`src/rtl/puf_search_pkg.sv`:
```
package puf_search_pkg;

   typedef enum logic [2:0] {
      S_IDLE,
      S_RUN,
      S_PICK,
      S_WRITE,
      S_FIN
   } srch_state_t;

   // Galois right-shift feedback masks giving maximal length for 2^n-1 wide words
   function automatic logic [63:0] lfsr_mask(input int width);
      case (width)
         3:       return 64'h6;
         7:       return 64'h60;
         15:      return 64'h6000;
         31:      return 64'h4800_0000;
         63:      return 64'h6000_0000_0000_0000;
         default: return 64'h0;
      endcase
   endfunction

endpackage

```
`src/rtl/puf_search_lfsr.sv`:
```
module puf_search_lfsr #(
   parameter int         W    = 31,
   parameter logic [W-1:0] MASK = '1
) (
   input  logic         clk,
   input  logic         rst_n,
   input  logic         load,
   input  logic         step,
   input  logic [W-1:0] seed,
   output logic [W-1:0] state
);

   logic [W-1:0] seed_eff;
   logic [W-1:0] nxt;

   assign seed_eff = (seed == '0) ? W'(1) : seed;
   assign nxt      = (state >> 1) ^ (state[0] ? MASK : '0);

   always_ff @(posedge clk) begin
      if (!rst_n)
         state <= W'(1);
      else if (load)
         state <= seed_eff;
      else if (step)
         state <= nxt;
   end

endmodule

```
`src/rtl/puf_search_timer.sv`:
```
module puf_search_timer #(
   parameter int PER_W = 8,
   localparam int PH_W = PER_W + 2
) (
   input  logic             clk,
   input  logic             rst_n,
   input  logic             restart,
   input  logic             run,
   input  logic [PER_W-1:0] settle,
   input  logic [PER_W-1:0] period,
   output logic             pulse,
   output logic             sample,
   output logic             last
);

   logic [PH_W-1:0] phase;
   logic [PH_W-1:0] settle_eff;
   logic [PH_W-1:0] min_per;
   logic [PH_W-1:0] per_eff;

   assign settle_eff = (settle == '0) ? PH_W'(1) : PH_W'(settle);
   assign min_per    = settle_eff + PH_W'(2);
   assign per_eff    = (PH_W'(period) < min_per) ? min_per : PH_W'(period);

   assign pulse  = run && (phase == settle_eff);
   assign sample = run && (phase == settle_eff + PH_W'(1));
   assign last   = run && (phase == per_eff - PH_W'(1));

   always_ff @(posedge clk) begin
      if (!rst_n || restart)
         phase <= '0;
      else if (run)
         phase <= last ? '0 : phase + PH_W'(1);
   end

endmodule

```
`src/rtl/puf_search_store.sv`:
```
module puf_search_store #(
   parameter int W      = 31,
   parameter int DEPTH  = 4,
   parameter int MCNT_W = 8,
   localparam int IDX_W  = $clog2(DEPTH),
   localparam int KEPT_W = $clog2(DEPTH + 1)
) (
   input  logic              clk,
   input  logic              rst_n,
   input  logic              clear,
   input  logic              push,
   input  logic [W-1:0]      din,
   input  logic [KEPT_W-1:0] lim,
   input  logic [IDX_W-1:0]  rnd,
   output logic [KEPT_W-1:0] kept_nxt,
   output logic [W-1:0]      pick_data,
   output logic [MCNT_W-1:0] mcount
);

   logic [W-1:0]      slots [DEPTH];
   logic [KEPT_W-1:0] kept;
   logic              take;
   logic [KEPT_W-1:0] sel;

   assign take     = push && (kept < lim);
   assign kept_nxt = kept + KEPT_W'(take);

   for (genvar i = 0; i < DEPTH; i++) begin : g_slot
      always_ff @(posedge clk) begin
         if (!rst_n)
            slots[i] <= '0;
         else if (take && (kept == KEPT_W'(i)))
            slots[i] <= din;
      end
   end

   always_ff @(posedge clk) begin
      if (!rst_n || clear) begin
         kept   <= '0;
         mcount <= '0;
      end else begin
         kept <= kept_nxt;
         if (push && (mcount != '1))
            mcount <= mcount + MCNT_W'(1);
      end
   end

   // reduce the random index into the number of kept entries
   always_comb begin
      sel = KEPT_W'(rnd);
      if (kept != '0) begin
         for (int k = 0; k < (1 << IDX_W); k++) begin
            if (sel >= kept)
               sel = sel - kept;
         end
      end
      pick_data = slots[sel[IDX_W-1:0]];
   end

endmodule

```
`src/rtl/puf_search.sv`:
```
module puf_search
   import puf_search_pkg::*;
#(
   parameter int STAGES  = 5,
   parameter int DEPTH   = 4,
   parameter int MCNT_W  = 8,
   parameter int TRIAL_W = 32,
   parameter int PER_W   = 8,
   localparam int CHAL_W = (1 << STAGES) - 1,
   localparam int RESP_W = 1 << (STAGES - 1),
   localparam int KEPT_W = $clog2(DEPTH + 1),
   localparam int IDX_W  = $clog2(DEPTH)
) (
   input  logic               clk,
   input  logic               rst_n,
   input  logic               start,
   input  logic               abort,
   input  logic               rand_mode,
   input  logic               stop_first,
   input  logic [KEPT_W-1:0]  keep_limit,
   input  logic [PER_W-1:0]   settle,
   input  logic [PER_W-1:0]   period,
   input  logic [TRIAL_W-1:0] max_trials,
   input  logic [CHAL_W-1:0]  seed,
   input  logic [RESP_W-1:0]  target,
   output logic [CHAL_W-1:0]  puf_chal,
   output logic               puf_pulse,
   input  logic [RESP_W-1:0]  puf_resp,
   output logic               st_valid,
   output logic [CHAL_W-1:0]  st_data,
   input  logic               st_ready,
   output logic               busy,
   output logic               done,
   output logic               found,
   output logic [MCNT_W-1:0]  match_count
);

   localparam logic [63:0] MASK64 = lfsr_mask(CHAL_W);

   if (STAGES < 2 || STAGES > 6) begin : g_bad_stages
      $error("puf_search: STAGES must lie in 2..6");
   end
   if (DEPTH < 2) begin : g_bad_depth
      $error("puf_search: DEPTH must be at least 2");
   end
   if (MASK64 == 64'h0) begin : g_bad_mask
      $error("puf_search: no feedback mask for this challenge width");
   end

   srch_state_t        state;
   logic [CHAL_W-1:0]  sweep_q;
   logic [TRIAL_W-1:0] trials_q;
   logic [CHAL_W-1:0]  lfsr_q;
   logic [CHAL_W-1:0]  pick_q;
   logic [CHAL_W-1:0]  pick_data;
   logic [KEPT_W-1:0]  lim_eff;
   logic [KEPT_W-1:0]  kept_nxt;
   logic               t_pulse, t_sample, t_last;
   logic               launch, running, hit, stop_hit, end_sweep, trial_cap;

   assign launch  = (state == S_IDLE) && start;
   assign running = (state == S_RUN);
   assign lim_eff = (keep_limit == '0)             ? KEPT_W'(1) :
                    (keep_limit > KEPT_W'(DEPTH)) ? KEPT_W'(DEPTH) : keep_limit;

   puf_search_lfsr #(
      .W    (CHAL_W),
      .MASK (MASK64[CHAL_W-1:0])
   ) u_lfsr (
      .clk   (clk),
      .rst_n (rst_n),
      .load  (launch),
      .step  (running && t_last),
      .seed  (seed),
      .state (lfsr_q)
   );

   puf_search_timer #(
      .PER_W (PER_W)
   ) u_timer (
      .clk     (clk),
      .rst_n   (rst_n),
      .restart (launch),
      .run     (running),
      .settle  (settle),
      .period  (period),
      .pulse   (t_pulse),
      .sample  (t_sample),
      .last    (t_last)
   );

   assign puf_chal = rand_mode ? lfsr_q : sweep_q;
   assign hit      = t_sample && (puf_resp == target);

   puf_search_store #(
      .W      (CHAL_W),
      .DEPTH  (DEPTH),
      .MCNT_W (MCNT_W)
   ) u_store (
      .clk       (clk),
      .rst_n     (rst_n),
      .clear     (launch),
      .push      (hit && !abort),
      .din       (puf_chal),
      .lim       (lim_eff),
      .rnd       (lfsr_q[IDX_W-1:0]),
      .kept_nxt  (kept_nxt),
      .pick_data (pick_data),
      .mcount    (match_count)
   );

   assign trial_cap = (max_trials != '0) && (trials_q + TRIAL_W'(1) == max_trials);
   assign stop_hit  = hit && rand_mode && (stop_first || (kept_nxt >= lim_eff));
   assign end_sweep = t_last && (trial_cap || (!rand_mode && (sweep_q == '1)));

   always_ff @(posedge clk) begin
      if (!rst_n) begin
         state    <= S_IDLE;
         sweep_q  <= '0;
         trials_q <= '0;
         pick_q   <= '0;
         found    <= 1'b0;
      end else begin
         case (state)
            S_IDLE: begin
               if (start) begin
                  state    <= S_RUN;
                  sweep_q  <= '0;
                  trials_q <= '0;
                  found    <= 1'b0;
               end
            end
            S_RUN: begin
               if (abort)
                  state <= S_FIN;
               else if (stop_hit)
                  state <= S_PICK;
               else if (end_sweep)
                  state <= (kept_nxt != '0) ? S_PICK : S_FIN;
               else if (t_last) begin
                  sweep_q  <= sweep_q + CHAL_W'(1);
                  trials_q <= trials_q + TRIAL_W'(1);
               end
            end
            S_PICK: begin
               if (abort)
                  state <= S_FIN;
               else begin
                  pick_q <= pick_data;
                  state  <= S_WRITE;
               end
            end
            S_WRITE: begin
               if (st_ready) begin
                  found <= 1'b1;
                  state <= S_FIN;
               end
            end
            default: state <= S_IDLE;
         endcase
      end
   end

   assign puf_pulse = t_pulse;
   assign st_valid  = (state == S_WRITE);
   assign st_data   = pick_q;
   assign busy      = (state != S_IDLE) && (state != S_FIN);
   assign done      = (state == S_FIN);

endmodule

```
`config.mk`:
```
export PLATFORM = sky130hd
export DESIGN_NAME = puf_search
export DESIGN_NICKNAME = d
export VERILOG_FILES = /design/src/rtl/puf_search_pkg.sv /design/src/rtl/puf_search_lfsr.sv /design/src/rtl/puf_search_timer.sv /design/src/rtl/puf_search_store.sv /design/src/rtl/puf_search.sv
export SDC_FILE = /design/constraint.sdc
export NUM_CORES = 1
export LEC_CHECK = 0
export BUFFER_PORTS_ARGS = -buffer_cell sky130_fd_sc_hd__buf_2
export CAP_MARGIN = 20
export CORE_MARGIN = 2
export CORE_UTILIZATION = 35
export CTS_CLUSTER_DIAMETER = 50
export DETAILED_ROUTE_END_ITERATION = 10
export PLACE_DENSITY = 0.48
export SLEW_MARGIN = 30
export SYNTH_ARGS = -nofsm -noshare
export SYNTH_HDL_FRONTEND = slang
export SYNTH_SLANG_ARGS = --single-unit
export TNS_END_PERCENT = 1
```
`constraint.sdc`:
```
create_clock -name clk -period 16.4 [get_ports clk]
set_input_delay 1.64 -clock clk [delete_from_list [all_inputs] [get_ports clk]]
set_output_delay 1.64 -clock clk [all_outputs]
set_load 0.02 [all_outputs]
```
# [Word level (Yosys, flattened, before mapping)]
# Memories as Yosys holds them, arrays and structs flattened. A register that Yosys moved wholly into a read port is not among the register bits.
# Cells that the tools add are included.
[word_totals] ramBits=124 reg_bits=119 output_inout_bits=75 elab_cells=157 input_bits=121 memories=1
[memory_table] memory="u_store.slots" words=4 width=31 read_ports=1 rd_ports_with_merged_regs=1 wr=4 line="puf_search_store.sv:20" text="logic [W-1:0] slots [DEPTH];"
[op_classes] bitwise=6 add_sub_neg=12 order_cmp=8 n_eq_ne=22 muxes=58 reduce_logical=42
[ops] cell="2-to-1 mux 31 bit" count=14
[ops] cell="2-to-1 mux 32 bit" count=5
[ops] cell="case mux 32 bit (2 select lines)" count=1
[ops] cell="case mux 31 bit (2 select lines)" count=1
[ops] cell="2-to-1 mux 3 bit" count=15
[ops] cell="adder 32 x 1 -> 32 bit, second input constant" count=1
[ops] cell="equality test 32 bit" count=1
[ops] cell="nonzero test 32 bit" count=1
[ops] cell="adder 31 x 1 -> 31 bit, second input constant" count=1
[ops] cell="equality test 31 bit, second input constant" count=1
[ops] cell="logical NOT 31 bit" count=1
[ops] cell="XOR 30 x 31 -> 31 bit" count=1
[ops] cell="equality test 10 bit" count=3
[ops] cell="adder 10 x 1 -> 10 bit, second input constant" count=2
[ops] cell="2-to-1 mux 10 bit" count=2
[ops] cell="logical AND 1 bit" count=19
[ops] cell="equality test 16 bit" count=1
[ops] cell="2-to-1 mux 1 bit" count=15
[ops] cell="equality test 3 x 2 -> 1 bit, second input constant" count=4
[ops] cell="greater-or-equal comparator 3 bit" count=4
[ops] cell="case mux 3 bit (4 select lines)" count=1
[ops] cell="adder 10 x 2 -> 10 bit, second input constant" count=1
[ops] cell="< comparator 8 x 10 -> 1 bit" count=1
[ops] cell="!= test 2 bit, second input constant" count=5
[ops] cell="29 further kinds" count=47

# [Longest topological paths before layout]
[logic_depth] ltp_word=15 depth_mapped=30

# [Cells and area by module]
# From an unflattened synthesis, not the netlist that was laid out.
[unflattened] hier_cells=1947 area_unflattened_um2=17707.0
[modules_own_cells] module="puf_search_store" cells_each=664 seq_area_each_um2=3943.8 area_each_um2=7744.9 n_inst=1
[modules_own_cells] module="puf_search" cells_each=861 seq_area_each_um2=1961.9 area_each_um2=6592.6 n_inst=1
[modules_own_cells] module="puf_search_timer" cells_each=241 seq_area_each_um2=200.2 area_each_um2=1791.7 n_inst=1
[modules_own_cells] module="puf_search_lfsr" cells_each=181 seq_area_each_um2=620.6 area_each_um2=1577.8 n_inst=1

# [Worst setup path before layout]
# No wires, ideal clock.
[synth_path] kind="input to register" start="input settle[1]" end="memory u_store.slots[2][0], enable pin" arrival_ns=6.430 required_ns=15.934 path_buffers=3 stages=12 setup_slack_ns=9.504 setup_time_ns=0.466 cell_sequence="buf_2 -> clkbuf_1 -> ha_1 -> buf_4 -> nand4_1 -> nor2_1 -> o211ai_1 -> or4_1 -> or4_1 -> nor4b_2 -> nand2_1 -> o31ai_1"
[synth_rtl] element="start, declared" line="puf_search.sv:21" text="input logic [PER_W-1:0] settle,"
[synth_rtl] element="end, declared" line="puf_search_store.sv:20"

# [Worst setup path in the final report]
[layout_path] start="input settle[1]" end="register trials_q[8]"
[layout_between] elab_chain_len=14 elab_cells_between_ends=24
[layout_rtl] element="logical NOT 8 bit" line="puf_search_timer.sv:21" text="assign settle_eff = (settle == '0) ? PH_W'(1) : PH_W'(settle);"
[layout_rtl] element="2-to-1 mux 8 bit (*)" line="puf_search_timer.sv:21"
[layout_rtl] element="parallel branches: the longest is 11 deep, another holds adder 10 x 2 -> 10 bit"
[layout_rtl] element="AND reduction 6 bit (no line) (*)"
[layout_rtl] element="end signal, assigned" line="puf_search.sv:142" text="trials_q <= trials_q + TRIAL_W'(1);"
[layout_rtl] element="end, declared" line="puf_search.sv:52" text="logic [TRIAL_W-1:0] trials_q;"
# Every way passes the cells marked *.
# A chain may end at the register's enable or synchronous reset.

==> flow_summary.toml <==
[die]
die_x_um = 222
start_util = 0.355
fp-row-count = 79
die-area_mm2 = 0.0491
coreArea_mm2 = 0.0467
io-pin-count = 196
die_y_um = 222

[clocking]
cts_sinks = 274
cts_tree = "done"
clk_pin_slew_ns = 0.06
ctsHtreeMaxLevel = 2
cts_setup_buffers = 0
ctsHoldBuffers = 0
cts_resized = 0
clk_latency_ns = 0.53
root_buffer = "clkbuf_16"
cts_buffer_depth = 3
cts_made_buffers = 38

[cells_and_area]
area_delta_synth_final_pct = 16.4
final_nets = 2139
fillCellCount = 4695
stdcell_area_mm2 = 0.0193
regArea_mm2 = 0.00673
antenna-diode-count = 0
multi_input_area_mm2 = 0.00906
drive_above_1_share = 0.173

[global_route]
top_usage_layer = "met2"
grt_pass1_vias = 14100
grt_pass1_wl_um = 82700
use_met2 = 0.350
grt.overflow.total = 0
track_usage = 0.210
grt_start_max_net_pins = 73
antenna_found_initial = 0
grt_use_met3 = 0.0268
use_met1 = 0.289

[timing]
rsz0062_at_grt = "false"
max_clock_freq_mhz = 133
finalSetupViolations = 0
finalSetupTns_ns = 0
slew_headroom = 0.355
tightest_slew_ns = 0.959
min_period_ns = 7.51
finalCritPeriodShare = 0.458
finalMaxSlewViolations = 0
fin_skew_ns = 0.0207
hold_viol_final = 0
whs_ns = 0.448

[hold_path]
hold_depth = 2
hp-class = "flip-flop to flip-flop"

[synthesis]
synth_nets = 2020
ys_seq_area_frac = 0.406
ys_async_sr_fraction = 0
synth_cell_types = 88
ys_ff_latch = 274
ys_warn_count = 0
synthCells = 1867
yosys_most_used_dff = "dfxtp_1"
synth_edf_count = 124
syn_avg_cell_area_um2 = 8.87
synth_area_mm2 = 0.0166

[route]
postRouteAntennaNets = 0
routed_wl_um = 52800
dr.pass1.iters = 8
drt_iter0_drc = 1153
drc = 12
wire_per_inst_um = 20.1
avgViaCountPerCell = 5.63
num_vias = 14800

[critical_path]
timing_worst_setup_path_type = "input pin to flip-flop"
reg2reg_depth = 26
cp-start-kind = "input pin"
end_kind = "flip-flop"
cp.arrival_ns = 7.88
cp.required_ns = 16.77
crit_fanout = 52

[pwr]
ir_drop_mv = 0.0522
power_density_mw_per_mm2 = 95.8
p_total_uw = 1850
p_leak_uw = 0.00687

[placed_design]
place.gp.congestion = 0.906
hpwl_um = 36800
io_buffers = 195
placedInstanceArea_mm2 = 0.0180

[run_status]
status = "finished with violations"
violations = "DRC"

[job]
drv_cap = 0
-- registers in the layout (all words and copies together) (netlist names) --
signal and cells:
u_store.slots 124, trials_q 32, st_data 31, sweep_q 31, u_lfsr.state 31, u_timer.phase 10, u_store.mcount 8, state 3
u_store.kept 3, found 1
-- kinds of logic after synthesis --
logic type,share of synthesized area
simple gates,0.214
compound gates,0.161
flops,0.406
buf+inv,0.0524
mux,0.0919
xor+xnor,0.0481
fa+ha+maj,0.0261
-- stage by stage --
stage          utilization  worst slack, ns  std cells
2_1_floorplan            -             9.50       1867
6_report             0.413             8.89       2620
3_3_place_gp         0.384             8.15       2552
4_1_cts              0.413             8.95       2620
5_1_grt              0.413             8.40       2620
3_5_place_dp         0.385             8.42       2553
-- cells in the final DEF, fill, tap and decap left out, types with 6 or more instances in the layout --
cell,synthesis,final
a311oi_1,17,17
edfxtp_1,124,124
nor4_1,38,38
or3_1,18,17
nor2_1,199,197
o2111ai_1,6,6
dfxtp_1,150,150
o211ai_1,46,46
xnor2_1,55,55
or4_1,27,27
nand3_1,52,51
xor2_1,30,30
buf_4,7,23
nand3b_1,6,6
clkbuf_1,102,10
and2_1,14,14
a21oi_1,145,144
nand2b_1,13,13
o31ai_1,26,24
and3_1,24,24
inv_1,70,69
o21a_1,7,7
a21o_1,13,13
or2_2,6,6
buf_2,19,194
nor3_1,61,56
nand4_1,40,40
nor3b_1,6,6
clkbuf_16,0,39
a31oi_1,17,17
nand2_1,160,159
a2111oi_0,6,6
mux2_2,34,34
o21ai_0,63,62
ha_1,29,29
mux2i_1,110,109
and4_1,13,13
a211oi_1,11,11
-- where the power goes --
part | switching (uW) | internal, uW
combinational | 160 | 83.6
clock | 318 | 537
sequential | 13.0 | 736
-- final cells by class --
type | count | share of cell area
clock inverter | 14 | 0.0117
multi-input combinational | 1384 | 0.470
timing repair buffer | 218 | 0.0608
clock buffer | 53 | 0.0554
sequential | 274 | 0.349
inverter | 70 | 0.0136
tap | 607 | 0.0394
-- synthesized netlist by cell type, drive strengths merged, types with 39 or more instances --
cell type | instances | area share
nor2 | 199 | 0.045
o21ai | 67 | 0.021
nor3 | 62 | 0.019
dfxtp | 150 | 0.18
nor4 | 39 | 0.015
nand3 | 52 | 0.016
nand4 | 40 | 0.015
nand2 | 160 | 0.036
mux2i | 110 | 0.067
xnor2 | 56 | 0.031
o211ai | 46 | 0.021
inv | 70 | 0.016
clkbuf | 102 | 0.023
a21oi | 146 | 0.044
edfxtp | 124 | 0.22
-- worst paths after layout --
| kind | start | endpoint | slack [ns] |
|---|---|---|---|
| setup / recovery | settle[1] | trials_q[8]$_SDFFE_PN0P_ | 8.89 |
| hold reg to reg | st_data[24]$_SDFFE_PN0P_ | st_data[24]$_SDFFE_PN0P_ | 0.45 |
| setup reg to reg | u_lfsr.state[0]$_SDFFE_PN1P_ | st_data[13]$_SDFFE_PN0P_ | 9.53 |
| hold / removal | st_data[24]$_SDFFE_PN0P_ | st_data[24]$_SDFFE_PN0P_ | 0.45 |
-- layer usage --
layer | vias to the layer above | routed length (um)
li1 | 7146 | -
met1 | 7123 | 24400
met2 | 421 | 24800
met3 | 67 | 2560
met4 | 0 | 1060
met5 | - | 0
-- worst max-delay path, cell delays in order --
cell       delay, ns
buf_2           0.18
ha_1            0.33
xnor2_1         0.45
ha_1            0.24
a21o_1          0.12
a21oi_1         0.07
maj3_1          0.44
o21a_1          0.18
o21ai_2         0.40
nor2_1          0.08
a21oi_1         0.14
ha_1            0.23
nor3b_1         0.47
nand2_1         0.16
or4_1           0.41
a2111oi_0       0.61
nor3_1          0.27
o31a_4          0.60
nor2_2          0.62
a311oi_1        0.20
(Power assumes the default switching activity.)
